===== src/rtl/acq_cnt_pkg.sv =====
package acq_cnt_pkg;
  localparam int unsigned CNT_W = 16;
endpackage


===== src/rtl/acq_lo_counter.sv =====
module acq_lo_counter #(
  parameter int unsigned W = acq_cnt_pkg::CNT_W
) (
  input  logic         clk,
  input  logic         rst,
  input  logic         load_i,
  input  logic [W-1:0] init_i,
  input  logic [W-1:0] reload_i,
  input  logic         step_i,
  input  logic         hold_i,
  output logic [W-1:0] q_o,
  output logic         zero_o,
  output logic         reach_o
);
  localparam logic [W-1:0] ONE = W'(1);

  always_ff @(posedge clk) begin
    if (rst) begin
      q_o <= '0;
    end else if (load_i) begin
      q_o <= init_i;
    end else if (step_i) begin
      if (q_o == '0) begin
        if (!hold_i) q_o <= reload_i - ONE;
      end else begin
        q_o <= q_o - ONE;
      end
    end
  end

  assign zero_o  = (q_o == '0);
  assign reach_o = step_i && (q_o == ONE);


  hold_at_zero_chk: assert property (@(posedge clk) disable iff (rst)
    step_i && hold_i && !load_i |=> zero_o);
endmodule


===== src/rtl/acq_hi_counter.sv =====
module acq_hi_counter #(
  parameter int unsigned W = acq_cnt_pkg::CNT_W
) (
  input  logic         clk,
  input  logic         rst,
  input  logic         load_i,
  input  logic [W-1:0] init_i,
  input  logic         step_i,
  output logic [W-1:0] q_o,
  output logic         zero_o
);
  always_ff @(posedge clk) begin
    if (rst)         q_o <= '0;
    else if (load_i) q_o <= init_i;
    else if (step_i) q_o <= q_o - W'(1);
  end

  assign zero_o = (q_o == '0);
endmodule


===== src/rtl/acq_stop_ctrl.sv =====
module acq_stop_ctrl (
  input  logic clk,
  input  logic rst,
  input  logic load_i,
  input  logic mode32_i,
  input  logic arm_i,
  input  logic conv_i,
  input  logic scan_last_i,
  input  logic lo_zero_i,
  input  logic hi_zero_i,
  output logic step_o,
  output logic hold_o,
  output logic mode32_o,
  output logic acq_en_o,
  output logic done_o
);
  logic fire;

  assign step_o = conv_i && acq_en_o && !load_i;
  assign hold_o = lo_zero_i && (hi_zero_i || !mode32_o);
  assign fire   = step_o && hold_o && scan_last_i;

  always_ff @(posedge clk) begin
    if (rst) begin
      acq_en_o <= 1'b0;
      done_o   <= 1'b0;
      mode32_o <= 1'b0;
    end else begin
      done_o <= fire;
      if (load_i) mode32_o <= mode32_i;
      if (fire)       acq_en_o <= 1'b0;
      else if (arm_i) acq_en_o <= 1'b1;
    end
  end


  done_pulse_chk: assert property (@(posedge clk) disable iff (rst)
    done_o |=> !done_o);

  done_disarms_chk: assert property (@(posedge clk) disable iff (rst)
    done_o |-> !acq_en_o);

  reset_idle_chk: assert property (@(posedge clk) disable iff (rst)
    $past(rst) |-> !acq_en_o && !done_o);
endmodule


===== src/rtl/acq_sample_counter.sv =====
module acq_sample_counter #(
  parameter int unsigned W = acq_cnt_pkg::CNT_W
) (
  input  logic         clk,
  input  logic         rst,
  input  logic         mode32_i,
  input  logic [W-1:0] lo_init_i,
  input  logic [W-1:0] lo_reload_i,
  input  logic [W-1:0] hi_init_i,
  input  logic         load_i,
  input  logic         arm_i,
  input  logic         conv_i,
  input  logic         scan_last_i,
  output logic         acq_en_o,
  output logic         done_o
);
  logic [W-1:0] lo_q, hi_q;
  logic lo_zero, lo_reach, hi_zero, step, hold, mode32_q, hi_step;

  assign hi_step = lo_reach && mode32_q;

  acq_lo_counter #(.W(W)) i_lo (
    .clk(clk), .rst(rst), .load_i(load_i), .init_i(lo_init_i),
    .reload_i(lo_reload_i), .step_i(step), .hold_i(hold),
    .q_o(lo_q), .zero_o(lo_zero), .reach_o(lo_reach)
  );

  acq_hi_counter #(.W(W)) i_hi (
    .clk(clk), .rst(rst), .load_i(load_i), .init_i(hi_init_i),
    .step_i(hi_step), .q_o(hi_q), .zero_o(hi_zero)
  );

  acq_stop_ctrl i_ctrl (
    .clk(clk), .rst(rst), .load_i(load_i), .mode32_i(mode32_i),
    .arm_i(arm_i), .conv_i(conv_i), .scan_last_i(scan_last_i),
    .lo_zero_i(lo_zero), .hi_zero_i(hi_zero), .step_o(step),
    .hold_o(hold), .mode32_o(mode32_q), .acq_en_o(acq_en_o), .done_o(done_o)
  );


  idle_conv_chk: assert property (@(posedge clk) disable iff (rst)
    !acq_en_o && !load_i |=> $stable(lo_q) && $stable(hi_q));

  hi_ignored_chk: assert property (@(posedge clk) disable iff (rst)
    !mode32_q && !load_i |=> $stable(hi_q));

  done_at_zero_chk: assert property (@(posedge clk) disable iff (rst)
    done_o |-> lo_zero && (hi_zero || !mode32_q));
endmodule


===== config.mk =====
export PLATFORM = sky130hd
export DESIGN_NAME = acq_sample_counter
export DESIGN_NICKNAME = d
export VERILOG_FILES = /design/src/rtl/acq_cnt_pkg.sv /design/src/rtl/acq_lo_counter.sv /design/src/rtl/acq_hi_counter.sv /design/src/rtl/acq_stop_ctrl.sv /design/src/rtl/acq_sample_counter.sv
export SDC_FILE = /design/constraint.sdc
export NUM_CORES = 1
export LEC_CHECK = 0
export BUFFER_PORTS_ARGS = -buffer_cell sky130_fd_sc_hd__buf_2
export CAP_MARGIN = 20
export CORE_AREA = 2 2 65 97
export DETAILED_ROUTE_END_ITERATION = 10
export DIE_AREA = 0 0 67 99
export MAX_ROUTING_LAYER = met4
export PLACE_DENSITY = 0.67
export SYNTH_ARGS = -nofsm -noshare
export SYNTH_HDL_FRONTEND = slang
export SYNTH_SLANG_ARGS = --single-unit

===== constraint.sdc =====
create_clock -name clk -period 4.2 [get_ports clk]
set_input_delay 0.21 -clock clk [delete_from_list [all_inputs] [get_ports clk]]
set_output_delay 0.21 -clock clk [all_outputs]
set_load 0.02 [all_outputs]

==> impl_metrics.json <==
{
  "fin_crit_ns": 3.21,
  "die_w_um": 67,
  "diodes": 0,
  "r2r_end": "i_lo.q_o[1]",
  "port_buffers": 56,
  "grt_pass1_vias": 2500,
  "path_class": "reg2reg",
  "clock_path_buffers": 2,
  "max_slew.worst_pin.slew_ns": 0.832,
  "synth-async-reset-ratio_pct": 0,
  "cts_tree": "done",
  "final.setup.tns_ns": 0,
  "worstSkewPairLatency_ns": 0.29,
  "whs_endpoint": "i_ctrl.acq_en_o",
  "maxCapViolCount": 0,
  "netlist_area_sq_um": 2530,
  "num_vias": 2705,
  "cts_made_buffers": 5,
  "drtIter0Drc": 273,
  "start_util_pct": 43.7,
  "hpwlAfterDp_mm": 5.38,
  "rsz0062_at_grt": "no",
  "p_per_area_nw_per_um2": 300,
  "yosysUniqueCellTypes": 53,
  "yosysSeqAreaShare_pct": 27.7,
  "ys_warn_count": 0,
  "via_per_inst": 5.92,
  "cts.reportedPaths.clkPinSlew_ns": 0.08,
  "crit_fanout": 8,
  "crit_required_ns": 4.40,
  "p_leak_nw": 1.11,
  "routabilityCongestion": 0.910,
  "grt_pass1_wl_mm": 11.7,
  "irDropWorstVdd_mv": 0.164,
  "outcome": "completed",
  "r2r-start": "i_hi.q_o[0]",
  "r2r_setup_slack_ns": 0.99,
  "synth-edff-count": 0,
  "max_freq_mhz": 312,
  "synth_top_area_cell": "dfxtp_1",
  "antenna_found_initial": 0,
  "holdPathStages": 2,
  "drive_gt1_share_pct": 20.0,
  "synthTopCellsByCount": "nor2_1 (37), dfxtp_1 (35), nand2_1 (32)",
  "rows": 34,
  "grt_max_degree": 36,
  "end_kind": "flop",
  "wl_per_cell_um": 15.7,
  "syn_nets": 400,
  "synthTopCellsByArea": "dfxtp_1 (28%), nor2_1 (5.5%), nand2_1 (4.7%), xnor2_1 (4.5%), nor3_1 (4.4%)",
  "final_cell_area_sq_um": 2910,
  "drcViolationCount": 0,
  "ctsHoldBuffers": 0,
  "clock_skew_ns": 0.00778,
  "cts_sinks": 35,
  "min_from": "arm_i",
  "finalMaxSlewViolations": 0,
  "cts_resized": 0,
  "yosys_register_bits": 35,
  "boundaryPins": 57,
  "drtAntennaViolNets": 0,
  "finalNetCount": 445,
  "synthCells": 339,
  "cts-htree-levels": 2,
  "coreArea_sq_um": 5790,
  "hp-class": "in2reg",
  "p_total_mw": 0.873,
  "yosysMostFrequentCell": "nor2_1",
  "syn2layout_area_growth_pct": 15.0,
  "slew_headroom_pct": 44.4,
  "arrival_ns": 3.41,
  "firstDrtPassIters": 5,
  "cts_setup_buffers": 0,
  "dieArea_sq_um": 6630,
  "reg2reg_depth": 8,
  "dpl-instance-area_sq_um": 2830,
  "clock-root-buffer": "clkbuf_8",
  "cp-start-kind": "flop",
  "synth-main-ff-cell": "dfxtp_1",
  "grt_usage_pct": 23.1,
  "syn_avg_cell_area_sq_um": 7.46,
  "synth_top_area_share_pct": 27.7,
  "setup_viol": 0,
  "timing.final.crit_share_pct": 76.4,
  "grt-ovfl-total": 0,
  "fill_cells": 612,
  "hold_viol": 0,
  "drt_wl_total_mm": 7.19,
  "dieHeight_um": 99
}
## final cells by class
cell class	count	area [sq um]	share of cell area, %
Multi-Input combinational cell	274	1700	58.6
Sequential cell	35	701	24.1
Timing Repair Buffer	58	295	10.2
Tap cell	72	90.1	3.10
Clock buffer	7	76.3	2.62
Inverter	10	37.5	1.29
Clock inverter	1	5.00	0.172
## cell families after synthesis
family,share of synthesized area (%)
xor+xnor,8.31
compound gates,21.0
fa+ha+maj,2.97
simple gates,33.4
mux,1.63
flops,27.7
buf+inv,4.95
## stage by stage
| step | utilization [%] | hold slack (ns) | setup slack [ns] | std cells |
|---|---|---|---|---|
| after global routing | 50.3 | 0.136 | 0.793 | 457 |
| final | 50.3 | 0.147 | 0.991 | 457 |
| after CTS | 50.3 | 0.151 | 1.03 | 457 |
| after global placement | 48.9 | 0.440 | 1.17 | 449 |
| after floorplan | - | 0.348 | 1.46 | 339 |
| after detailed placement | 48.9 | 0.448 | 1.04 | 449 |
## cells in the final DEF (no fill, tap or decap), types with 2 or more instances in the layout
cell,count
buf_2,56
nor2_1,37
dfxtp_1,35
nand2_1,32
nor3_1,22
nand3_1,19
a21oi_1,17
xnor2_1,13
o21ai_0,12
nor4_1,12
xor2_1,11
inv_1,10
or4_1,8
a31oi_1,8
o211ai_1,7
a211oi_1,7
nor3b_1,6
ha_1,6
or3_1,5
o22ai_1,5
clkbuf_8,5
o31ai_1,4
a311oi_1,4
or4_4,3
a22oi_1,3
mux2i_1,3
nand4b_1,2
nand4_1,2
a221oi_1,2
and2_1,2
or2_2,2
clkbuf_1,2
buf_4,2
## flip-flops by register name, summed over array words and instances, names as in the netlist
register / flops
i_ctrl.acq_en_o: 1
i_ctrl.mode32_o: 1
i_hi.q_o: 16
i_lo.q_o: 16
i_ctrl.done_o: 1
## metal layers
| metal | part of all wire (%) | global-route usage (%) | vias up |
|---|---|---|---|
| li1 | - | - | 1351 |
| met1 | 40 | 26.4 | 1231 |
| met2 | 52 | 40.2 | 109 |
| met3 | 5.3 | 3.31 | 14 |
| met4 | 2.6 | 7.85 | 0 |
| met5 | 0 | - | - |
## worst max-delay path by stage
| stage | from | end | slack (ns) | cells after the start |
|---|---|---|---|---|
| 6_report | i_hi.q_o[0] | i_lo.q_o[1] | 0.99 | 8 |
| 3_5_place_dp | i_hi.q_o[0] | i_lo.q_o[1] | 1.04 | 8 |
| 5_1_grt | i_hi.q_o[0] | i_lo.q_o[1] | 0.79 | 8 |
| 4_1_cts | i_hi.q_o[0] | i_lo.q_o[1] | 1.03 | 8 |
| 3_3_place_gp | i_hi.q_o[0] | i_lo.q_o[1] | 1.17 | 8 |
| 2_1_floorplan | i_hi.q_o[0] | i_lo.q_o[0] | 1.46 | 9 |
## power breakdown
part | total [mW] | switching [mW] | internal, mW
combinational | 0.239 | 0.135 | 0.104
sequential | 0.389 | 0.0331 | 0.356
clock | 0.246 | 0.129 | 0.117
total | 0.873 | 0.297 | 0.577
## worst max-delay path, stage by stage, from the launching register on
cell and delay (ns):
dfxtp_1 0.33, inv_1 0.12, ha_1 0.16, or4b_2 0.60, o41ai_2 0.65, a41oi_1 0.32
nor2_1 0.56, a31oi_1 0.08, a221oi_1 0.29
Note: power is estimated with default switching activity, not from simulation.
